==> src/rtl/dbr_pkg.sv <==
package dbr_pkg;

   localparam int EXC_W = 12;

   localparam logic [EXC_W-1:0] EXC_TRAP = 12'h160;
   localparam logic [EXC_W-1:0] EXC_UNDEF = 12'h180;
   localparam logic [EXC_W-1:0] EXC_SLOT = 12'h1A0;

   typedef enum logic [3:0] {
      REQ_NONE   = 4'd0,
      REQ_BR     = 4'd1,
      REQ_BR_REL = 4'd2,
      REQ_CALL   = 4'd3,
      REQ_CALL_R = 4'd4,
      REQ_JUMP   = 4'd5,
      REQ_JCALL  = 4'd6,
      REQ_RET    = 4'd7,
      REQ_ERET   = 4'd8,
      REQ_BT     = 4'd9,
      REQ_BF     = 4'd10,
      REQ_TRAP   = 4'd11,
      REQ_UNDEF  = 4'd12
   } req_e;

   typedef enum logic [2:0] {
      SRC_IMM,
      SRC_IMM_OPND,
      SRC_OPND,
      SRC_LINK,
      SRC_SAVED
   } tsrc_e;

   typedef struct packed {
      logic  any;
      logic  xfer;
      logic  cond;
      logic  inv;
      logic  link;
      logic  eret;
      logic  trap;
      logic  undef;
      tsrc_e src;
   } dec_t;

   function automatic dec_t decode(input logic [3:0] code);
      dec_t d;
      d = '{any: 1'b0, xfer: 1'b0, cond: 1'b0, inv: 1'b0, link: 1'b0,
            eret: 1'b0, trap: 1'b0, undef: 1'b0, src: SRC_IMM};
      case (code)
         REQ_BR: begin
            d.xfer = 1'b1;
         end
         REQ_BR_REL: begin
            d.xfer = 1'b1;
            d.src  = SRC_IMM_OPND;
         end
         REQ_CALL: begin
            d.xfer = 1'b1;
            d.link = 1'b1;
         end
         REQ_CALL_R: begin
            d.xfer = 1'b1;
            d.link = 1'b1;
            d.src  = SRC_IMM_OPND;
         end
         REQ_JUMP: begin
            d.xfer = 1'b1;
            d.src  = SRC_OPND;
         end
         REQ_JCALL: begin
            d.xfer = 1'b1;
            d.link = 1'b1;
            d.src  = SRC_OPND;
         end
         REQ_RET: begin
            d.xfer = 1'b1;
            d.src  = SRC_LINK;
         end
         REQ_ERET: begin
            d.xfer = 1'b1;
            d.eret = 1'b1;
            d.src  = SRC_SAVED;
         end
         REQ_BT: begin
            d.xfer = 1'b1;
            d.cond = 1'b1;
         end
         REQ_BF: begin
            d.xfer = 1'b1;
            d.cond = 1'b1;
            d.inv  = 1'b1;
         end
         REQ_TRAP:  d.trap  = 1'b1;
         REQ_UNDEF: d.undef = 1'b1;
         default: ;
      endcase
      d.any = d.xfer | d.trap | d.undef;
      return d;
   endfunction

endpackage

==> src/rtl/dbr_target.sv <==
module dbr_target
   import dbr_pkg::*;
#(
   parameter int W         = 32,
   parameter bit ALIGN_LSB = 1'b0
) (
   input  dec_t         dec,
   input  logic [W-1:0] imm,
   input  logic [W-1:0] opnd,
   input  logic [W-1:0] link,
   input  logic [W-1:0] saved_pc,
   input  logic         tbit,
   output logic [W-1:0] tgt,
   output logic         cond_bit
);

   logic [W-1:0] raw;

   always_comb begin
      case (dec.src)
         SRC_IMM_OPND: raw = imm + opnd;
         SRC_OPND:     raw = opnd;
         SRC_LINK:     raw = link;
         SRC_SAVED:    raw = saved_pc;
         default:      raw = imm;
      endcase
   end

   generate
      if (ALIGN_LSB) begin : g_align
         assign tgt = {raw[W-1:1], 1'b0};
      end else begin : g_raw
         assign tgt = raw;
      end
   endgenerate

   assign cond_bit = dec.inv ? ~tbit : tbit;

endmodule

==> src/rtl/dbr_slot.sv <==
module dbr_slot
   import dbr_pkg::*;
#(
   parameter int W = 32
) (
   input  logic         clk,
   input  logic         rst_n,
   input  logic         issue,
   input  dec_t         dec,
   input  logic [W-1:0] tgt,
   input  logic         cond_bit,
   output logic         pend_u,
   output logic         pend_c,
   output logic         in_slot,
   output logic         take,
   output logic [W-1:0] dest
);

   logic cap_bit;

   assign in_slot = pend_u | pend_c;
   assign take    = pend_u | (pend_c & cap_bit);

   always_ff @(posedge clk) begin
      if (!rst_n) begin
         pend_u  <= 1'b0;
         pend_c  <= 1'b0;
         cap_bit <= 1'b0;
         dest    <= '0;
      end else if (issue) begin
         if (in_slot) begin
            pend_u <= 1'b0;
            pend_c <= 1'b0;
         end else if (dec.xfer) begin
            dest    <= tgt;
            pend_u  <= ~dec.cond;
            pend_c  <= dec.cond;
            cap_bit <= cond_bit;
         end
      end
   end

endmodule

==> src/rtl/dbr_exc.sv <==
module dbr_exc
   import dbr_pkg::*;
#(
   parameter int W = 32
) (
   input  logic             clk,
   input  logic             rst_n,
   input  logic             issue,
   input  logic             in_slot,
   input  dec_t             dec,
   input  logic [7:0]       trap_no,
   output logic             valid,
   output logic [EXC_W-1:0] code,
   output logic [W-1:0]     tra
);

   logic hit_slot, hit_trap, hit_undef;

   assign hit_slot  = issue & in_slot & dec.any;
   assign hit_trap  = issue & ~in_slot & dec.trap;
   assign hit_undef = issue & ~in_slot & dec.undef;

   always_ff @(posedge clk) begin
      if (!rst_n) begin
         valid <= 1'b0;
         code  <= '0;
         tra   <= '0;
      end else begin
         valid <= hit_slot | hit_trap | hit_undef;
         if (hit_slot) begin
            code <= EXC_SLOT;
         end else if (hit_trap) begin
            code <= EXC_TRAP;
            tra  <= W'({trap_no, 1'b0});
         end else if (hit_undef) begin
            code <= EXC_UNDEF;
         end
      end
   end

endmodule

==> src/rtl/dbr_seq.sv <==
module dbr_seq
   import dbr_pkg::*;
#(
   parameter int           W          = 32,
   parameter int           INSN_BYTES = 2,
   parameter logic [W-1:0] RESET_PC   = 'h100,
   parameter bit           ALIGN_LSB  = 1'b0
) (
   input  logic             clk,
   input  logic             rst_n,
   input  logic             issue_i,
   input  logic [3:0]       req_i,
   input  logic [W-1:0]     imm_i,
   input  logic [W-1:0]     opnd_i,
   input  logic             tbit_i,
   input  logic [W-1:0]     ssr_i,
   input  logic [W-1:0]     spc_i,
   output logic [W-1:0]     pc_o,
   output logic [W-1:0]     pr_o,
   output logic [W-1:0]     sr_o,
   output logic             dslot_o,
   output logic             dslot_cond_o,
   output logic             exc_valid_o,
   output logic [EXC_W-1:0] exc_code_o,
   output logic [W-1:0]     tra_o
);

   localparam logic [W-1:0] STEP = W'(INSN_BYTES);
   localparam logic [W-1:0] LINK = W'(2 * INSN_BYTES);

   generate
      if (W < 16 || W > 64) begin : g_bad_width
         $error("dbr_seq: W must lie in 16..64");
      end
      if (INSN_BYTES != 2 && INSN_BYTES != 4) begin : g_bad_step
         $error("dbr_seq: INSN_BYTES must be 2 or 4");
      end
   endgenerate

   dec_t         dec;
   logic [W-1:0] tgt, dest;
   logic         cond_bit, in_slot, take;

   assign dec = decode(req_i);

   dbr_target #(.W(W), .ALIGN_LSB(ALIGN_LSB)) target_i (
      .dec      (dec),
      .imm      (imm_i),
      .opnd     (opnd_i),
      .link     (pr_o),
      .saved_pc (spc_i),
      .tbit     (tbit_i),
      .tgt      (tgt),
      .cond_bit (cond_bit)
   );

   dbr_slot #(.W(W)) slot_i (
      .clk      (clk),
      .rst_n    (rst_n),
      .issue    (issue_i),
      .dec      (dec),
      .tgt      (tgt),
      .cond_bit (cond_bit),
      .pend_u   (dslot_o),
      .pend_c   (dslot_cond_o),
      .in_slot  (in_slot),
      .take     (take),
      .dest     (dest)
   );

   dbr_exc #(.W(W)) exc_i (
      .clk     (clk),
      .rst_n   (rst_n),
      .issue   (issue_i),
      .in_slot (in_slot),
      .dec     (dec),
      .trap_no (imm_i[7:0]),
      .valid   (exc_valid_o),
      .code    (exc_code_o),
      .tra     (tra_o)
   );

   logic [W-1:0] pc_seq;
   assign pc_seq = pc_o + STEP;

   always_ff @(posedge clk) begin
      if (!rst_n) begin
         pc_o <= RESET_PC;
         pr_o <= '0;
         sr_o <= '0;
      end else if (issue_i) begin
         pc_o <= (in_slot && take) ? dest : pc_seq;
         if (!in_slot && dec.link) pr_o <= pc_o + LINK;
         if (!in_slot && dec.eret) sr_o <= ssr_i;
      end
   end

endmodule

==> config.mk <==
export PLATFORM = sky130hd
export DESIGN_NAME = dbr_seq
export DESIGN_NICKNAME = d
export VERILOG_FILES = /design/src/rtl/dbr_pkg.sv /design/src/rtl/dbr_target.sv /design/src/rtl/dbr_slot.sv /design/src/rtl/dbr_exc.sv /design/src/rtl/dbr_seq.sv
export SDC_FILE = /design/constraint.sdc
export NUM_CORES = 1
export LEC_CHECK = 0
export BUFFER_PORTS_ARGS = -buffer_cell sky130_fd_sc_hd__buf_2
export CAP_MARGIN = 20
export CORE_MARGIN = 2
export CORE_UTILIZATION = 50
export DETAILED_ROUTE_END_ITERATION = 16
export PLACE_DENSITY = 0.78
export RECOVER_POWER = 25
export SLEW_MARGIN = 20
export SYNTH_ARGS = -nofsm -noshare
export SYNTH_HDL_FRONTEND = slang
export SYNTH_SLANG_ARGS = --single-unit
==> constraint.sdc <==
create_clock -name clk -period 5.6 [get_ports clk]
set_input_delay 1.12 -clock clk [delete_from_list [all_inputs] [get_ports clk]]
set_output_delay 1.12 -clock clk [all_outputs]
set_load 0.01 [all_outputs]
Yosys cells after proc, flatten, opt, wreduce, memory -nomap -nowiden
Cells that the tools add are included.
{ "op_classes": {"add_sub_neg": 3, "multipliers": 0, "div": 0, "order_cmp": 0, "eq_ne": 16, "shift": 0, "mux": 18, "bitwise_logic": 17, "n_reduce_logical": 18} }
{ "op_table": {"columns": ["cell", "count"], "rows": [
  ["32-bit case mux with 4 select lines", 1],
  ["32-bit by 2-bit adder with 32-bit output, second input constant", 1],
  ["32-bit by 3-bit adder with 32-bit output, second input constant", 1],
  ["32-bit adder", 1],
  ["32-bit two-way mux", 1],
  ["9-bit two-way mux", 3],
  ["4-bit == test, second input constant", 5],
  ["4-bit by 3-bit == test with 1-bit output, second input constant", 4],
  ["1-bit two-way mux", 12],
  ["3-bit case mux with 4 select lines", 1],
  ["10-bit OR reduction", 1],
  ["4-bit by 2-bit == test with 1-bit output, second input constant", 2],
  ["2-bit AND reduction", 4],
  ["2-bit OR reduction", 4],
  ["1-bit bitwise AND", 6],
  ["3-bit by 2-bit == test with 1-bit output, second input constant", 2],
  ["1-bit OR", 6],
  ["1-bit inverter", 5],
  ["4-bit by 1-bit == test with 1-bit output, second input constant", 1],
  ["2-bit nonzero test", 2],
  ["3-bit by 1-bit == test with 1-bit output, second input constant", 1],
  ["3-bit == test, second input constant", 1],
  ["1-bit logical AND", 3],
  ["3-bit AND reduction", 1],
  ["other kinds (3)", 3]
]} }
{ "word_totals": {"regBits": 144, "latchBits": 0, "ram_bits": 0, "mem_bits_ro": 0, "output_inout_bits": 143, "n_memories": 0} }

Logic depth before layout (Yosys ltp)
{ "logic_depth": {"ltp_word": 8, "mapped_depth": 12, "depth_no_buf": 12} }

Hierarchy
From an unflattened synthesis, not the netlist that was laid out.
{ "unflattened": {"hier_cells": 1358, "hier_area_um2": 10218.6} }
{ "by_module_without_submodules": {"columns": ["module", "instances", "cells_each", "area_per_inst_um2"], "rows": [
  ["dbr_seq", 1, 630, 4869.7],
  ["dbr_target", 1, 495, 3176.8],
  ["dbr_slot", 1, 154, 1437.6],
  ["dbr_exc", 1, 79, 734.5]
]} }

Least setup slack after synthesis
OpenSTA, ideal clock, no wires.
{ "synth_path": {"path_type": "in2reg", "startpoint": "in imm_i[1]", "endpoint": "reg slot_i.dest[17]", "setup_ps": 119, "arrival_ps": 3197, "required_ps": 5481, "slack_ps": 2285, "path_stages": 10, "path_buffers": 0, "path_cell_list": "ha_1 -> a21oi_1 -> o2111ai_1 -> a221oi_1 -> o221ai_1 -> a21oi_1 -> o21ai_0 -> a21oi_1 -> o21bai_1 -> o221a_2"} }
{ "synth_between": {"elab_chain_len": 2} }
{ "synth_rtl": {"columns": ["element", "line", "text"], "rows": [
  ["start, declared", "dbr_seq.sv:13", "input logic [W-1:0] imm_i,"],
  ["32-bit adder", "dbr_target.sv:21", "SRC_IMM_OPND: raw = imm + opnd;"],
  ["32-bit case mux with 4 select lines", "dbr_target.sv:20", "case (dec.src)"],
  ["end signal, assigned", "dbr_slot.sv:35", "dest <= tgt;"],
  ["end, declared", "dbr_slot.sv:16", "output logic [W-1:0] dest"]
]} }
No other way between the ends.
A chain may end at the register's enable or synchronous reset.

Final worst setup path
{ "layout_path": {"startpoint": "in imm_i[0]", "endpoint": "reg slot_i.dest[30]"} }
The elaborated chain is that of the path after synthesis.

==> impl_metrics.env <==
export IMPL_status="completed"
export IMPL_antenna_cells=0
export IMPL_met2_usage_pct=53.7
export IMPL_yosysTopAreaCell="dfxtp_1"
export IMPL_nNetsFinal=1549
export IMPL_routedWlPerCell_um=19.4
export IMPL_grtUsageTotal_pct=32.4
export IMPL_top_usage_layer="met2"
export IMPL_path_clk_slew_ps=70
export IMPL_ff2ff_path_depth=10
export IMPL_cts_max_level=4
export IMPL_clock_latency_ps=440
export IMPL_tightest_slew_ps=1150
export IMPL_post_route_period_util_pct=61.5
export IMPL_coreArea_um2=17400
export IMPL_synth_seq_cells=144
export IMPL_dp_hpwl_mm=23.1
export IMPL_routed_via_count=9852
export IMPL_min_period_ps=3440
export IMPL_start_util_pct=51.4
export IMPL_root_buffer="clkbuf_16"
export IMPL_worstHoldStart="sr_o[24]$_SDFFE_PN0P_"
export IMPL_start_kind="input pin"
export IMPL_cp_arrival_ps=3800
export IMPL_synth_ff_type="dfxtp_1"
export IMPL_worstPathCellList="buf_2 -> ha_1 -> inv_1 -> fa_1 -> nand2b_1 -> a21oi_1 -> a21oi_1 -> o31ai_1 -> a21oi_1 -> o221ai_1 -> xor2_1 -> a21oi_1 -> nor3_1"
export IMPL_ios=279
export IMPL_final_setup_tns_ps=0
export IMPL_ant_nets=0
export IMPL_dr_first_iter_drc_count=1040
export IMPL_irDropWorstVdd_v=0.000245
export IMPL_die_height_um=138
export IMPL_worstSetupPathType="input pin to register"
export IMPL_min_path_type="register to register"
export IMPL_setup_viol=0
export IMPL_area_growth_syn_to_layout_pct=19.8
export IMPL_die_w_um=138
export IMPL_synth_edf_count=0
export IMPL_dr_pass1_iters=8
export IMPL_grt_max_degree=105
export IMPL_synth_area_um2=8930
export IMPL_place_ws_ps=1760
export IMPL_synth_top_cells_by_area="dfxtp_1 32%, nand2_1 7.3%, a21oi_1 6.4%, nor2_1 4.8%, ha_1 4.6%"
export IMPL_endpoint="slot_i.dest[30]$_SDFFE_PN0P_"
export IMPL_rows=48
export IMPL_critical_path_max_stage_delay_ps=550
export IMPL_hold_viol_final=0
export IMPL_rrSetupSlack_ps=2700
export IMPL_maxSlewViolCount=0
export IMPL_postCtsHoldBufs=0
export IMPL_cts_tree="done"
export IMPL_clock_fmax_mhz=290
export IMPL_cts_buffers=17
export IMPL_p_per_area_nw_per_um2=269
export IMPL_yosys_warnings=0
export IMPL_clockBufferDepth=2
export IMPL_drive_above_1_share_pct=17.9
export IMPL_post_cts_buffers=0
export IMPL_rr_endpoint="pc_o[30]$_SDFFE_PN0P_"
export IMPL_grtUsageMet3_pct=6.36
export IMPL_gp_congestion=0.952
export IMPL_die_area_um2=18900
export IMPL_path_buf_inv=2
export IMPL_vias_per_cell=6.10
export IMPL_ys_seq_area_share_pct=32.3
export IMPL_max_slew_margin_rel_pct=23.0
export IMPL_cp_required_ps=5960
export IMPL_portBuffers=246
export IMPL_gr_total_overflow=0
export IMPL_rsz0062_at_grt="no"
export IMPL_yosys_top_cells_count="174 x nand2_1, 144 x dfxtp_1, 115 x a21oi_1, 114 x nor2_1, 83 x clkbuf_1"
export IMPL_grt_pass1_wl_mm=47.2
export IMPL_crit_slowest_cell="o31ai_1"
export IMPL_cp_max_fo=3
export IMPL_drv_cap=0
export IMPL_antenna_found_initial=0
export IMPL_synth_cell_types=62
export IMPL_r2r_start="pc_o[3]$_SDFFE_PN0P_"
export IMPL_ctsResizeCount=0
export IMPL_async_reset_ff_share_pct=0
export IMPL_synth_top_area_share_pct=32.3
export IMPL_endpoint_kind="register"
export IMPL_path_delay_family="compound AO/OA/AOI/OAI gates"
export IMPL_cpMostUsedCell="a21oi_1"
export IMPL_synth_avg_cell_area_um2=7.53
export IMPL_drt_wl_total_mm=31.4
export IMPL_critPathLaunch="imm_i[0]"
export IMPL_clock_sinks=144
export IMPL_finClkSkew_ps=12.6
export IMPL_synth_most_common_cell="nand2_1"
export IMPL_synth_cells=1185
export IMPL_drc=0
export IMPL_p_leak_uw=0.00421
export IMPL_cp_depth=13
export IMPL_first_global_vias=8745
export IMPL_fin_ws_ps=2160
export IMPL_grtUsageMet1_pct=39.6
## final cells by class
type | count | area, um^2
Clock buffer | 17 | 425
Clock inverter | 14 | 173
Fill cell | 1646 | 6660
Inverter | 20 | 76.3
Multi-Input combinational cell | 934 | 5570
Sequential cell | 144 | 2880
Tap cell | 225 | 282
Timing Repair Buffer | 262 | 1290
## worst reg2reg max path: stages (launching register included)
cell and delay (ps):
dfxtp_1 440, ha_1 350, nand4_2 190, nor3_4 290, and3_4 270, and3_4 240
and4_4 270, and4_4 250, a21oi_1 70, or3_1 350, a21oi_1 130
## worst min-delay path by stage
stage                                         to  slack [ps]  depth (start not counted)
finish                     sr_o[24]$_SDFFE_PN0P_         450                          2
global route                sr_o[5]$_SDFFE_PN0P_         470                          2
CTS                        sr_o[24]$_SDFFE_PN0P_         450                          2
detailed placement         sr_o[24]$_SDFFE_PN0P_         440                          2
global placement           sr_o[28]$_SDFFE_PN0P_         440                          2
floorplan           slot_i.dest[21]$_SDFFE_PN0P_         430                          2
## layout by cell type, fill, tap and decap left out, drive strengths merged, types with 10 or more instances in the layout
cell    instances
o21ai          70
a211oi         46
buf           199
ha             33
conb           32
a311oi         10
nand2         174
inv            27
nor2          114
xor2           21
xnor2          31
a222oi         27
a221oi         11
clkbuf         80
o22ai          16
and3           10
nand3          37
a21oi         115
nor3           34
dfxtp         144
nand4          18
mux2i          13
a21o           15
## flip-flops by register name (all words and copies together), names as in the netlist
register	count
exc_i.code	4
slot_i.pend_u	1
slot_i.pend_c	1
pr_o	32
exc_i.valid	1
pc_o	32
exc_i.tra	8
slot_i.dest	32
sr_o	32
slot_i.cap_bit	1
## cells by family (layout without fill, tap and decap cells)
| family | after synthesis | in the layout | share of synthesized area [%] |
|---|---|---|---|
| AND/OR/NAND/NOR | 424 | 424 | 21.2 |
| AO/OA/AOI/OAI | 378 | 378 | 27.8 |
| flip-flops | 144 | 144 | 32.3 |
| buffers and inverters | 138 | 313 | 7.19 |
| XOR/XNOR | 52 | 52 | 5.10 |
| adder cells (fa/ha/maj) | 34 | 34 | 4.85 |
| multiplexers | 14 | 14 | 1.58 |
| other | 1 | 32 | 0.0420 |
## power by group
group	switching [uW]	total, uW	leakage (uW)	internal (uW)
clock	503	1170	0.000292	671
sequential	60.7	1130	0.00117	1070
combinational	350	566	0.00274	216
total	913	2870	0.00421	1960
## through the flow
stage | power [uW] | util (%) | std cells | instance area [um^2] | hold slack (ps)
3_5_place_dp | 1710 | 58.5 | 1584 | 10200 | 443
3_3_place_gp | 1700 | 58.5 | 1584 | 10200 | 438
2_1_floorplan | 1510 | - | 1216 | 9040 | 432
4_1_cts | 2870 | 61.9 | 1615 | 10800 | 452
5_1_grt | 2990 | 61.6 | 1616 | 10700 | 475
6_report | 2870 | 61.6 | 1616 | 10700 | 453
## per-layer routing
metal | part of all wire (%) | vias up
li1 | - | 4671
met4 | 5.2 | 0
met2 | 47 | 531
met5 | 0 | -
met1 | 39 | 4551
met3 | 8.9 | 99
(Power assumes the default switching activity.)
